==> src/rtl/pwm_pkg.sv <==
package pwm_pkg;
   localparam int unsigned ADR_CTRL   = 0;
   localparam int unsigned ADR_PERIOD = 1;
   localparam int unsigned ADR_DUTY   = 2;
   localparam int unsigned CB_RUN     = 0;
   localparam int unsigned CB_HOLD    = 1;
   localparam int unsigned CB_ACTHI   = 2;
   localparam int unsigned CB_IDLEHI  = 3;

   typedef struct packed {
      logic idle_hi;
      logic act_hi;
      logic hold;
      logic run;
   } ctrl_t;

   localparam ctrl_t CTRL_RESET = '{idle_hi: 1'b0, act_hi: 1'b1, hold: 1'b0, run: 1'b0};
endpackage

==> src/rtl/pwm_regfile.sv <==
module pwm_regfile
   import pwm_pkg::*;
#(
   parameter int unsigned ADDR_W = 2,
   parameter int unsigned DATA_W = 16,
   parameter int unsigned CNT_W  = 8
) (
   input  logic              clk_i,
   input  logic              rst_ni,
   input  logic              valid_i,
   input  logic              write_i,
   input  logic [ADDR_W-1:0] addr_i,
   input  logic [DATA_W-1:0] wdata_i,
   output logic [DATA_W-1:0] rdata_o,
   output ctrl_t             ctrl_o,
   output logic [CNT_W-1:0]  period_o,
   output logic [CNT_W-1:0]  duty_o
);
   localparam int unsigned PAD_W = DATA_W - CNT_W;

   logic wr_en;
   assign wr_en = valid_i && write_i;

   always_ff @(posedge clk_i or negedge rst_ni) begin
      if (!rst_ni) begin
         ctrl_o   <= CTRL_RESET;
         period_o <= '0;
         duty_o   <= '0;
      end else if (wr_en) begin
         case (addr_i)
            ADDR_W'(ADR_CTRL): begin
               ctrl_o.run     <= wdata_i[CB_RUN];
               ctrl_o.hold    <= wdata_i[CB_HOLD];
               ctrl_o.act_hi  <= wdata_i[CB_ACTHI];
               ctrl_o.idle_hi <= wdata_i[CB_IDLEHI];
            end
            ADDR_W'(ADR_PERIOD): period_o <= wdata_i[CNT_W-1:0];
            ADDR_W'(ADR_DUTY):   duty_o   <= wdata_i[CNT_W-1:0];
            default: ;
         endcase
      end
   end

   always_comb begin
      rdata_o = '0;
      case (addr_i)
         ADDR_W'(ADR_CTRL):   rdata_o[3:0] = ctrl_o;
         ADDR_W'(ADR_PERIOD): rdata_o = {{PAD_W{1'b0}}, period_o};
         ADDR_W'(ADR_DUTY):   rdata_o = {{PAD_W{1'b0}}, duty_o};
         default:             rdata_o = '0;
      endcase
   end
endmodule

==> src/rtl/pwm_prescaler.sv <==
module pwm_prescaler #(
   parameter int unsigned PRESCALE = 4
) (
   input  logic clk_i,
   input  logic rst_ni,
   input  logic run_i,
   output logic tick_o
);
   generate
      if (PRESCALE == 1) begin : g_direct
         assign tick_o = run_i;
      end else begin : g_div
         localparam int unsigned PS_W = $clog2(PRESCALE);
         localparam logic [PS_W-1:0] PS_LAST = PS_W'(PRESCALE - 1);
         logic [PS_W-1:0] ps_q;

         always_ff @(posedge clk_i or negedge rst_ni) begin
            if (!rst_ni)               ps_q <= '0;
            else if (!run_i)           ps_q <= '0;
            else if (ps_q == PS_LAST)  ps_q <= '0;
            else                       ps_q <= ps_q + 1'b1;
         end

         assign tick_o = run_i && (ps_q == PS_LAST);
      end
   endgenerate
endmodule

==> src/rtl/pwm_core.sv <==
module pwm_core
   import pwm_pkg::*;
#(
   parameter int unsigned CNT_W = 8
) (
   input  logic             clk_i,
   input  logic             rst_ni,
   input  logic             tick_i,
   input  ctrl_t            ctrl_i,
   input  logic [CNT_W-1:0] period_i,
   input  logic [CNT_W-1:0] duty_i,
   output logic [CNT_W-1:0] cnt_o,
   output logic [CNT_W-1:0] act_period_o,
   output logic [CNT_W-1:0] act_duty_o,
   output logic             act_hi_o,
   output logic             act_idle_o,
   output logic             wrap_o,
   output logic             pwm_o
);
   logic [CNT_W-1:0] last_cnt;
   logic             load;

   assign last_cnt = (act_period_o == '0) ? '0 : act_period_o - 1'b1;
   assign wrap_o   = (cnt_o >= last_cnt);
   assign load     = !ctrl_i.hold && (!ctrl_i.run || (tick_i && wrap_o));

   always_ff @(posedge clk_i or negedge rst_ni) begin
      if (!rst_ni)          cnt_o <= '0;
      else if (!ctrl_i.run) cnt_o <= '0;
      else if (tick_i)      cnt_o <= wrap_o ? '0 : cnt_o + 1'b1;
   end

   always_ff @(posedge clk_i or negedge rst_ni) begin
      if (!rst_ni) begin
         act_period_o <= '0;
         act_duty_o   <= '0;
         act_hi_o     <= CTRL_RESET.act_hi;
         act_idle_o   <= CTRL_RESET.idle_hi;
      end else if (load) begin
         act_period_o <= period_i;
         act_duty_o   <= duty_i;
         act_hi_o     <= ctrl_i.act_hi;
         act_idle_o   <= ctrl_i.idle_hi;
      end
   end

   always_comb begin
      if (!ctrl_i.run)              pwm_o = act_idle_o;
      else if (cnt_o < act_duty_o)  pwm_o = act_hi_o;
      else                          pwm_o = !act_hi_o;
   end
endmodule

==> src/rtl/pwm_shadow_chan.sv <==
module pwm_shadow_chan
   import pwm_pkg::*;
#(
   parameter int unsigned ADDR_W   = 2,
   parameter int unsigned DATA_W   = 16,
   parameter int unsigned CNT_W    = 8,
   parameter int unsigned PRESCALE = 4
) (
   input  logic              clk_i,
   input  logic              rst_ni,
   input  logic              bus_valid_i,
   input  logic              bus_write_i,
   input  logic [ADDR_W-1:0] bus_addr_i,
   input  logic [DATA_W-1:0] bus_wdata_i,
   output logic [DATA_W-1:0] bus_rdata_o,
   output logic              pwm_o
);
   generate
      if (PRESCALE < 1) begin : g_bad_prescale
         $error("PRESCALE must be at least 1");
      end
      if (ADDR_W < 2) begin : g_bad_addr
         $error("ADDR_W must cover three registers");
      end
      if (DATA_W < CNT_W || DATA_W < 4) begin : g_bad_data
         $error("DATA_W must hold the counter and control fields");
      end
   endgenerate

   ctrl_t            stg_ctrl;
   logic [CNT_W-1:0] stg_period, stg_duty;
   logic [CNT_W-1:0] cnt, act_period, act_duty;
   logic             act_hi, act_idle, tick, wrap;

   pwm_regfile #(.ADDR_W(ADDR_W), .DATA_W(DATA_W), .CNT_W(CNT_W)) u_regs (
      .clk_i    (clk_i),
      .rst_ni   (rst_ni),
      .valid_i  (bus_valid_i),
      .write_i  (bus_write_i),
      .addr_i   (bus_addr_i),
      .wdata_i  (bus_wdata_i),
      .rdata_o  (bus_rdata_o),
      .ctrl_o   (stg_ctrl),
      .period_o (stg_period),
      .duty_o   (stg_duty)
   );

   pwm_prescaler #(.PRESCALE(PRESCALE)) u_pre (
      .clk_i  (clk_i),
      .rst_ni (rst_ni),
      .run_i  (stg_ctrl.run),
      .tick_o (tick)
   );

   pwm_core #(.CNT_W(CNT_W)) u_core (
      .clk_i        (clk_i),
      .rst_ni       (rst_ni),
      .tick_i       (tick),
      .ctrl_i       (stg_ctrl),
      .period_i     (stg_period),
      .duty_i       (stg_duty),
      .cnt_o        (cnt),
      .act_period_o (act_period),
      .act_duty_o   (act_duty),
      .act_hi_o     (act_hi),
      .act_idle_o   (act_idle),
      .wrap_o       (wrap),
      .pwm_o        (pwm_o)
   );
endmodule

==> config.mk <==
export PLATFORM = sky130hd
export DESIGN_NAME = pwm_shadow_chan
export DESIGN_NICKNAME = d
export VERILOG_FILES = /design/src/rtl/pwm_pkg.sv /design/src/rtl/pwm_regfile.sv /design/src/rtl/pwm_prescaler.sv /design/src/rtl/pwm_core.sv /design/src/rtl/pwm_shadow_chan.sv
export SDC_FILE = /design/constraint.sdc
export NUM_CORES = 1
export LEC_CHECK = 0
export BUFFER_PORTS_ARGS = -buffer_cell sky130_fd_sc_hd__buf_2
export CAP_MARGIN = 20
export CORE_UTILIZATION = 59
export DETAILED_ROUTE_END_ITERATION = 8
export GPL_ROUTABILITY_DRIVEN = 0
export PLACE_DENSITY = 0.82
export SYNTH_ARGS = -nofsm -noshare
export SYNTH_HDL_FRONTEND = slang
export SYNTH_HIERARCHICAL = 1
export SYNTH_SLANG_ARGS = --single-unit
==> constraint.sdc <==
create_clock -name clk_i -period 4.7 [get_ports clk_i]
set_input_delay 0.705 -clock clk_i [delete_from_list [all_inputs] [get_ports clk_i]]
set_output_delay 0.705 -clock clk_i [all_outputs]
set_load 0.005 [all_outputs]
==> results.sh, run 1 <==
export IMPL_overflow=0
export IMPL_setup_violations=0
export IMPL_synth_top_family_by_area="multiplexers"
export IMPL_grt_pass1_wl_um=9140
export IMPL_worstMarginPinSlew_ns=0.673
export IMPL_ys_warn_count=6
export IMPL_wl_per_cell_um=16.4
export IMPL_relSlewSlack_pct=55.1
export IMPL_synthMuxAreaShare_pct=16.7
export IMPL_synth_fa_ha_area_share_pct=10.1
export IMPL_drv_cap=0
export IMPL_h_tree_depth=2
export IMPL_antennaDiodeCount=0
export IMPL_num_rows=24
export IMPL_p_per_area_nw_per_um2=483
export IMPL_path_delay_family="simple AND/OR/NAND/NOR gates"
export IMPL_crit_path_end_kind="flip-flop"
export IMPL_final_nets=319
export IMPL_ys_ff_latch=48
export IMPL_cts_resized=0
export IMPL_track_usage_pct=23.4
export IMPL_hold_path_class="in -> async"
export IMPL_arrival_ns=3.72
export IMPL_clk_insertion_delay_late_ns=0.30
export IMPL_status="complete, no violations"
export IMPL_grt_max_degree=49
export IMPL_die_area_um2=5120
export IMPL_synth_area_um2=2850
export IMPL_worstPathMaxFanout=18
export IMPL_ir_drop_uv=282
export IMPL_power_total_uw=1490
export IMPL_synth_ff_type="dfrtp_1"
export IMPL_yosysMostFrequentCell="dfrtp_1"
export IMPL_area_delta_synth_final_pct=8.29
export IMPL_cts_num_sinks=48
export IMPL_path_buf_inv=1
export IMPL_antenna_found_initial=0
export IMPL_drive_gt1_share_pct=29.5
export IMPL_fillCellCount=325
export IMPL_seq_area_frac_synth_pct=42.2
export IMPL_synth_xor_xnor_area_share_pct=1.84
export IMPL_rsz0062_at_grt="false"
export IMPL_postCtsSetupRepairBufs=0
export IMPL_cts_root_buffer="clkbuf_8"
export IMPL_cpPeakStageDelay_ns=0.44
export IMPL_synth_largest_area_cell="dfrtp_1"
export IMPL_hold_violations=0
export IMPL_post_route_min_period_ns=3.53
export IMPL_die_h_um=71.5
export IMPL_path_clk_slew_ns=0.09
export IMPL_finalCritPeriodShare_pct=75.2
export IMPL_synth_edf_count=0
export IMPL_drt_iter0_markers=162
export IMPL_crit_path_top_delay_cell="dfrtp_1"
export IMPL_synthSimpleGateAreaFrac_pct=14.4
export IMPL_grt_pass1_vias=1903
export IMPL_portBuffers=22
export IMPL_cp_required_ns=4.88
export IMPL_max_freq_ghz=0.283
export IMPL_ys_top_cells_by_area="dfrtp_1, mux2_2, ha_1, mux2_4, buf_4"
export IMPL_fin_skew_ns=0.00810
export IMPL_cts_hold_buf=0
export IMPL_cts_inserted_buffers=5
export IMPL_clk_path_buf_depth=2
export IMPL_viasPerCell=5.98
export IMPL_synth_top_cell_area_share_pct=40.4
export IMPL_wirelength_um=5370
export IMPL_tns_ns=0
export IMPL_tritoncts="done"
export IMPL_drt_first_pass_iters=4
export IMPL_p_leak_uw=0.00150
export IMPL_die_width_um=71.5
export IMPL_crit_type="reg -> reg"
export IMPL_syn_avg_cell_area_um2=11.4
export IMPL_cp_start_kind="flip-flop"
export IMPL_via_count=1954
export IMPL_synth_async_reset_ratio_pct=100
export IMPL_yosys_cell_types_count=50
export IMPL_io_pins=39
export IMPL_cp_cell_sequence="nor4_1 -> nand2_1 -> or3_1 -> and2_1 -> ha_1 -> nor2b_1 -> o21ai_2 -> a211oi_4 -> a211o_1 -> buf_4 -> mux2_2"
export IMPL_initial_core_util_pct=63.3
export IMPL_report_final_slew_viol_count=0
export IMPL_antenna_left=0
export IMPL_hpwlAfterDp_um=3860
export IMPL_yosys_top_cells_count="dfrtp_1, mux2_2, ha_1, inv_1, nor2_1"
export IMPL_synth_compound_area_share_pct=8.64
export IMPL_drc=0
export IMPL_core_um2=4500
export IMPL_synth_cells=250
[area by class of cell]
type                            instances  area, µm²  area share (%)
Timing Repair Buffer                   24        138            4.46
Tap cell                               52       65.1            2.11
Sequential cell                        48       1200            39.0
Multi-Input combinational cell        180       1500            48.7
Inverter                               15       56.3            1.82
Clock inverter                          2       38.8            1.26
Clock buffer                            6       82.6            2.67
[cell families after synthesis]
kind of cell,count (synthesis)
simple gates,72
flops,48
mux,39
compound gates,32
buf+inv,29
fa+ha+maj,23
xor+xnor,6
other cells,1
[power by group]
group | internal, µW | leakage [µW] | switching, µW
registers | 539 | 0.000592 | 122
clock network | 174 | 0.0000614 | 138
logic | 288 | 0.000847 | 231
total | 1000 | 0.00150 | 491
[metrics by stage]
stage               cells  hold WS [ns]  utilization (%)  setup slack (ns)  instance area [µm²]
floorplan             257         0.409                -              1.61                 2880
global placement      318         0.466             65.4              1.26                 2950
detailed placement    318         0.467             65.4              1.22                 2950
CTS                   326         0.488             68.1              1.18                 3070
global route          327         0.256             68.6             0.965                 3090
finish                327         0.255             68.6              1.17                 3090
[layout by cell type (no fill, tap or decap), drive strengths merged, types with 6 or more instances in the layout]
| cell type | netlist | layout |
|---|---|---|
| buf | 12 | 24 |
| a21oi | 6 | 6 |
| dfrtp | 46 | 46 |
| conb | 1 | 8 |
| o21ai | 7 | 7 |
| nand2 | 13 | 13 |
| nor2 | 16 | 16 |
| inv | 15 | 15 |
| ha | 23 | 23 |
| nor2b | 9 | 9 |
| nand3 | 7 | 7 |
| mux2 | 38 | 38 |
| clkbuf | 2 | 6 |
[worst paths after layout]
| check | startpoint | to | slack [ns] | cells past startpoint |
|---|---|---|---|---|
| min in group clk_i | u_pre/g_div.ps_q[0]$_DFF_PN0_ | u_pre/g_div.ps_q[0]$_DFF_PN0_ | 0.49 | 1 |
| hold / removal | rst_ni | u_core/cnt_o[1]$_DFFE_PN0P_ | 0.26 | 1 |
| hold reg to reg | u_pre/g_div.ps_q[0]$_DFF_PN0_ | u_pre/g_div.ps_q[0]$_DFF_PN0_ | 0.49 | 1 |
| setup / recovery | u_core/act_period_o[3]$_DFFE_PN0P_ | u_core/act_duty_o[7]$_DFFE_PN0P_ | 1.17 | 11 |
| setup reg to reg | u_core/act_period_o[3]$_DFFE_PN0P_ | u_core/act_duty_o[7]$_DFFE_PN0P_ | 1.17 | 11 |
| max in group asynchronous | rst_ni | u_regs/ctrl_o[2]$_DFFE_PN1P_ | 3.91 | 2 |
[metal layers]
layer,share of wire [%],global-route usage (%)
met5,0,0
met4,2.4,10.5
met3,3.4,3.66
met2,49,38.8
met1,45,30.7
[state kept, by name (all words and copies together) (netlist names)]
name / flops
u_core/act_duty_o: 8
u_core/act_hi_o: 1
u_core/act_idle_o: 1
u_core/act_period_o: 8
u_core/cnt_o: 8
u_pre/g_div.ps_q: 2
u_regs/ctrl_o: 4
u_regs/duty_o: 8
u_regs/period_o: 8
Power figures use the tool's default switching activity.
==> run 2, diff against run 1 <==
--- a/config.mk
+++ b/config.mk
@@ -5,12 +5,13 @@
 export SDC_FILE = /design/constraint.sdc
 export NUM_CORES = 1
 export LEC_CHECK = 0
+export ABC_AREA = 1
 export BUFFER_PORTS_ARGS = -buffer_cell sky130_fd_sc_hd__buf_2
 export CAP_MARGIN = 20
-export CORE_UTILIZATION = 59
+export CORE_UTILIZATION = 58
 export DETAILED_ROUTE_END_ITERATION = 8
 export GPL_ROUTABILITY_DRIVEN = 0
-export PLACE_DENSITY = 0.82
+export PLACE_DENSITY = 0.8
 export SYNTH_ARGS = -nofsm -noshare
 export SYNTH_HDL_FRONTEND = slang
 export SYNTH_HIERARCHICAL = 1
==> constraint.sdc (replaced) <==
create_clock -name clk_i -period 3.63 [get_ports clk_i]
set_input_delay 0.5445 -clock clk_i [delete_from_list [all_inputs] [get_ports clk_i]]
set_output_delay 0.5445 -clock clk_i [all_outputs]
set_load 0.005 [all_outputs]
==> results.sh, run 2 <==
export IMPL_status="complete, no violations"
export IMPL_cp_start_kind="flip-flop"
export IMPL_crit_path_end_kind="flip-flop"
export IMPL_synth_cells=372
export IMPL_crit_path_top_delay_cell="dfrtp_1"
export IMPL_die_h_um=73.9
export IMPL_path_delay_family="simple AND/OR/NAND/NOR gates"
export IMPL_path_buf_inv=3
export IMPL_viasPerCell=5.27
export IMPL_crit_type="reg -> reg"
export IMPL_p_leak_uw=0.00174
export IMPL_p_per_area_nw_per_um2=592
export IMPL_report_final_slew_viol_count=0
export IMPL_clk_path_buf_depth=2
export IMPL_top_usage_layer="met2"
export IMPL_ir_drop_uv=336
export IMPL_grt_util_met1_pct=30.4
export IMPL_hold_violations=0
export IMPL_worstPathMaxFanout=20
export IMPL_portBuffers=22
export IMPL_setup_violations=0
export IMPL_cts_num_sinks=48
export IMPL_tritoncts="done"
export IMPL_via_count=2421
export IMPL_wl_per_cell_um=13.1
export IMPL_rsz0062_at_grt="false"
export IMPL_power_total_uw=1890
export IMPL_final_common_cell="nand2_1"
export IMPL_synth_area_um2=3000
export IMPL_rr_endpoint="u_core/act_duty_o[1]$_DFFE_PN0P_"
export IMPL_drt_first_pass_iters=4
export IMPL_drv_cap=0
export IMPL_cts_root_buffer="clkbuf_8"
export IMPL_track_usage_pct=24.7
export IMPL_area_delta_synth_final_pct=6.39
export IMPL_cts_hold_buf=0
export IMPL_overflow=0
export IMPL_final_cell_mix="nand2_1, inv_1, dfrtp_1"
export IMPL_relSlewSlack_pct=59.5
export IMPL_io_pins=39
export IMPL_tns_ns=0
export IMPL_cts_inserted_buffers=5
export IMPL_grt_pass1_vias=2255
export IMPL_post_route_min_period_ns=3.03
export IMPL_core_um2=4850
export IMPL_grt_max_degree=49
export IMPL_rr_startpoint="u_core/act_period_o[0]$_DFFE_PN0P_"
export IMPL_wirelength_um=6030
export IMPL_arrival_ns=3.27
export IMPL_cpPeakStageDelay_ns=0.42
export IMPL_antennaDiodeCount=0
export IMPL_grt_pass1_wl_um=10100
export IMPL_drt_iter0_markers=204
export IMPL_h_tree_depth=2
export IMPL_timing_reg2reg_setup_slack_ns=0.60
export IMPL_cp_cell_sequence="inv_1 -> ha_1 -> inv_1 -> nor2_1 -> nand2_1 -> nor3_4 -> inv_1 -> o21ai_0 -> ha_1 -> a21oi_1 -> nor2_1 -> nor2_2 -> nand3_2 -> nand3_4 -> nand2_1 -> nand2_1"
export IMPL_fin_skew_ns=0.00681
export IMPL_die_width_um=73.9
export IMPL_hpwlAfterDp_um=4390
export IMPL_cts_resized=0
export IMPL_clk_insertion_delay_late_ns=0.30
export IMPL_num_rows=25
export IMPL_fillCellCount=429
export IMPL_worstMarginPinSlew_ns=0.605
export IMPL_initial_core_util_pct=61.8
export IMPL_drc=0
export IMPL_final_nets=436
export IMPL_antenna_found_initial=0
export IMPL_finalCritPeriodShare_pct=83.4
export IMPL_drive_gt1_share_pct=16.3
export IMPL_hold_path_class="in -> async"
export IMPL_syn_avg_cell_area_um2=8.06
export IMPL_use_met2_pct=42.4
export IMPL_die_area_um2=5460
export IMPL_cp_required_ns=3.87
export IMPL_ys_warn_count=6
export IMPL_antenna_left=0
export IMPL_max_freq_ghz=0.330
export IMPL_r2r_cells=16
export IMPL_postCtsSetupRepairBufs=0
export IMPL_met3_usage_pct=4.80
export IMPL_path_clk_slew_ns=0.08
[run 2: cell count changes in the layout (fill, tap and decap cells not counted), moves of 5 or more]
cell	delta
nand2_1	+106
inv_1	+32
mux2_2	-28
nand4_1	+16
o21ai_2	+15
mux2_4	-10
nor2b_1	-8
nor2_1	+7
o21ai_0	+6
nand3_1	+5
[run 2: worst max path at each step]
| stage | start | end | slack (ns) | depth (start not counted) |
|---|---|---|---|---|
| 3_3_place_gp | u_core/act_period_o[0]$_DFFE_PN0P_ | u_core/act_duty_o[6]$_DFFE_PN0P_ | 0.73 | 16 |
| 3_5_place_dp | u_core/act_period_o[0]$_DFFE_PN0P_ | u_core/act_period_o[3]$_DFFE_PN0P_ | 0.65 | 16 |
| 4_1_cts | u_core/act_period_o[0]$_DFFE_PN0P_ | u_core/act_period_o[3]$_DFFE_PN0P_ | 0.62 | 16 |
| 6_report | u_core/act_period_o[0]$_DFFE_PN0P_ | u_core/act_duty_o[1]$_DFFE_PN0P_ | 0.60 | 16 |
| 2_1_floorplan | u_core/act_period_o[0]$_DFFE_PN0P_ | u_core/act_duty_o[1]$_DFFE_PN0P_ | 1.25 | 17 |
| 5_1_grt | u_core/act_period_o[1]$_DFFE_PN0P_ | u_core/act_duty_o[1]$_DFFE_PN0P_ | 0.29 | 18 |
[run 2: layout make-up]
cell class / instances / area [µm²] / area share [%]
inverters: 48 / 180 / 5.65
clock buffers: 8 / 100 / 3.14
multi-input cells: 264 / 1480 / 46.5
repair buffers: 24 / 138 / 4.32
flip-flops and latches: 48 / 1200 / 37.7
well taps: 67 / 83.8 / 2.63
[run 2: power by group]
| part | internal [µW] | total, µW | switching (µW) |
|---|---|---|---|
| registers | 675 | 810 | 135 |
| logic | 282 | 730 | 448 |
| clock network | 174 | 348 | 174 |
| total | 1130 | 1890 | 758 |
[run 2: stage by stage]
step	hold WS (ns)	area (µm²)	worst slack (ns)	utilization, %	cells
4_1_cts	0.456	3170	0.620	65.4	458
3_3_place_gp	0.434	3070	0.725	63.3	450
6_report	0.0524	3190	0.601	65.8	459
5_1_grt	0.0435	3190	0.288	65.8	459
3_5_place_dp	0.437	3070	0.647	63.3	450
2_1_floorplan	0.249	3020	1.25	-	379
[run 2: layer usage]
metal | wire length, µm | up-vias | share of wire, %
met4 | 100 | 0 | 1.7
met5 | 0 | - | 0
met1 | 2620 | 1140 | 43
met3 | 252 | 8 | 4.2
li1 | - | 1208 | -
met2 | 3060 | 65 | 51
[run 2: worst reg2reg max path: stages (launching register included)]
cell	delay [ns]
dfrtp_1	0.42
inv_1	0.07
ha_1	0.17
inv_1	0.05
nor2_1	0.17
nand2_1	0.13
nor3_4	0.24
inv_1	0.10
o21ai_0	0.10
ha_1	0.27
a21oi_1	0.16
nor2_1	0.06
nor2_2	0.13
nand3_2	0.38
nand3_4	0.34
nand2_1	0.10
nand2_1	0.07
==> run 3, diff against run 2 <==
--- a/config.mk
+++ b/config.mk
@@ -8,10 +8,10 @@
 export ABC_AREA = 1
 export BUFFER_PORTS_ARGS = -buffer_cell sky130_fd_sc_hd__buf_2
 export CAP_MARGIN = 20
-export CORE_UTILIZATION = 58
+export CORE_UTILIZATION = 52
 export DETAILED_ROUTE_END_ITERATION = 8
 export GPL_ROUTABILITY_DRIVEN = 0
-export PLACE_DENSITY = 0.8
+export PLACE_DENSITY = 0.76
 export SYNTH_ARGS = -nofsm -noshare
 export SYNTH_HDL_FRONTEND = slang
 export SYNTH_HIERARCHICAL = 1
==> constraint.sdc (replaced) <==
create_clock -name clk_i -period 2.7 [get_ports clk_i]
set_input_delay 0.405 -clock clk_i [delete_from_list [all_inputs] [get_ports clk_i]]
set_output_delay 0.405 -clock clk_i [all_outputs]
set_load 0.005 [all_outputs]
==> results.sh, run 3 (synthesis results as in run 2) <==
export IMPL_status="finished with violations"
export IMPL_violations="setup timing"
export IMPL_cts_root_buffer="clkbuf_8"
export IMPL_wl_per_cell_um=14.4
export IMPL_core_um2=5540
export IMPL_grt_util_met1_pct=27.7
export IMPL_die_area_um2=6070
export IMPL_multi_input_area_um2=1580
export IMPL_h_tree_depth=2
export IMPL_crit_path_end="u_core/act_period_o[7]$_DFFE_PN0P_"
export IMPL_top_usage_layer="met2"
export IMPL_final_cell_area_um2=3460
export IMPL_drt_first_pass_iters=4
export IMPL_cp_cell_sequence="inv_1 -> ha_2 -> inv_2 -> nor2_4 -> nand2_2 -> nor3_4 -> buf_4 -> a21oi_1 -> o21ai_0 -> ha_1 -> nand2_1 -> nor2_1 -> nor2_4 -> nand3_4 -> clkbuf_16 -> nand4_1 -> nand2_1"
export IMPL_holdWs_ns=0.183
export IMPL_hpwlAfterDp_um=4550
export IMPL_p_per_area_nw_per_um2=843
export IMPL_use_met2_pct=40.4
export IMPL_fillCellCount=477
export IMPL_final_common_cell="nand2_1"
export IMPL_initial_core_util_pct=54.1
export IMPL_place_area_um2=3130
export IMPL_ff_latch_area_um2=1200
export IMPL_fin_skew_ns=0.0110
export IMPL_cp_start_kind="flip-flop"
export IMPL_critPathLaunch="u_core/act_period_o[1]$_DFFE_PN0P_"
export IMPL_drc=0
export IMPL_worstMarginPinSlew_ns=0.589
export IMPL_post_route_min_period_ns=2.73
export IMPL_io_pins=39
export IMPL_wirelength_um=6930
export IMPL_r2r_cells=17
export IMPL_setup_violations=10
export IMPL_num_rows=27
export IMPL_antennaDiodeCount=0
export IMPL_worstPathMaxFanout=6
export IMPL_place_ws_ns=0.0426
export IMPL_portBuffers=22
export IMPL_antenna_left=0
export IMPL_fin_ws_ns=-0.0311
export IMPL_ir_drop_uv=489
export IMPL_clk_insertion_delay_late_ns=0.31
export IMPL_antenna_found_initial=0
export IMPL_grt_max_degree=49
export IMPL_tritoncts="done"
export IMPL_drv_cap=0
export IMPL_hold_path_class="in -> async"
export IMPL_cp_required_ns=2.91
export IMPL_final_nets=454
export IMPL_grt_pass1_vias=2406
export IMPL_viasPerCell=5.39
export IMPL_crit_path_top_delay_cell="dfrtp_1"
export IMPL_rr_startpoint="u_core/act_period_o[1]$_DFFE_PN0P_"
export IMPL_area_delta_synth_final_pct=15.3
export IMPL_drive_gt1_share_pct=22.2
export IMPL_drt_iter0_markers=205
export IMPL_timing_reg2reg_setup_slack_ns=-0.03
export IMPL_crit_path_end_kind="flip-flop"
export IMPL_die_h_um=77.9
export IMPL_path_buf_inv=4
export IMPL_finalCritPeriodShare_pct=101
export IMPL_final_cell_mix="nand2_1, dfrtp_1, inv_1"
export IMPL_track_usage_pct=22.9
export IMPL_cp_depth=17
export IMPL_relSlewSlack_pct=60.7
export IMPL_cpPeakStageDelay_ns=0.42
export IMPL_path_clk_slew_ns=0.10
export IMPL_overflow=0
export IMPL_hold_violations=0
export IMPL_arrival_ns=2.94
export IMPL_cts_num_sinks=48
export IMPL_report_final_slew_viol_count=0
export IMPL_rsz0062_at_grt="true"
export IMPL_cts_inserted_buffers=5
export IMPL_rr_endpoint="u_core/act_period_o[7]$_DFFE_PN0P_"
export IMPL_clk_path_buf_depth=2
export IMPL_grt_pass1_wl_um=10800
export IMPL_die_width_um=77.9
export IMPL_path_delay_family="simple AND/OR/NAND/NOR gates"
export IMPL_p_leak_uw=0.00188
export IMPL_met3_usage_pct=4.12
export IMPL_crit_type="reg -> reg"
export IMPL_via_count=2599
export IMPL_postLayoutCoreUtil_pct=62.4
export IMPL_max_freq_ghz=0.366
==> run 3: changes by cell type in the layout (fill, tap and decap cells not counted), sizes merged <==
cell / delta
buf: +12
nand3: +4
clkinv: +1
bufinv: +1
==> run 3: routing by layer <==
| metal | part of all wire (%) | up-vias | routed length, µm |
|---|---|---|---|
| met5 | 0 | - | 0 |
| li1 | - | 1253 | - |
| met4 | 3.2 | 0 | 222 |
| met2 | 51 | 93 | 3550 |
| met1 | 40 | 1230 | 2800 |
| met3 | 5.1 | 23 | 355 |
==> run 3: how the worst min path moves through the flow <==
stage | start | endpoint | slack [ns]
3_5_place_dp | u_pre/g_div.ps_q[0]$_DFF_PN0_ | u_pre/g_div.ps_q[0]$_DFF_PN0_ | 0.43
5_1_grt | rst_ni | u_core/act_period_o[0]$_DFFE_PN0P_ | 0.23
6_report | rst_ni | u_core/act_period_o[0]$_DFFE_PN0P_ | 0.18
3_3_place_gp | u_pre/g_div.ps_q[0]$_DFF_PN0_ | u_pre/g_div.ps_q[0]$_DFF_PN0_ | 0.43
2_1_floorplan | rst_ni | u_core/act_duty_o[0]$_DFFE_PN0P_ | 0.11
4_1_cts | rst_ni | u_core/act_period_o[3]$_DFFE_PN0P_ | 0.21
==> run 3: layout make-up <==
type / count / area share (%)
clock buffer: 6 / 2.39
clock inverter: 2 / 1.12
inverter: 48 / 5.21
multi-input combinational: 268 / 45.7
sequential: 48 / 34.8
tap: 72 / 2.61
timing repair buffer: 38 / 8.15
==> run 3: where the power goes <==
| group | leakage (µW) | switching [µW] | internal (µW) |
|---|---|---|---|
| Clock | 0.0000614 | 248 | 303 |
| Combinational | 0.00120 | 741 | 540 |
| Sequential | 0.000618 | 173 | 907 |
==> run 3: timing repair <==
item | 4_1_cts | 5_1_grt
endpoints found under the setup margin | 0 | 26
resized for setup | 0 | 14
hold buffers | 0 | 0
setup buffers | 0 | 6
==> run 3: stage by stage <==
stage	total power (µW)	std cells	TNS (ns)
after floorplan	1850	379	0
after global placement	2070	461	0
after detailed placement	2130	461	0
after CTS	2680	469	0
after global routing	3140	482	-3.48
final	2910	482	-0.118
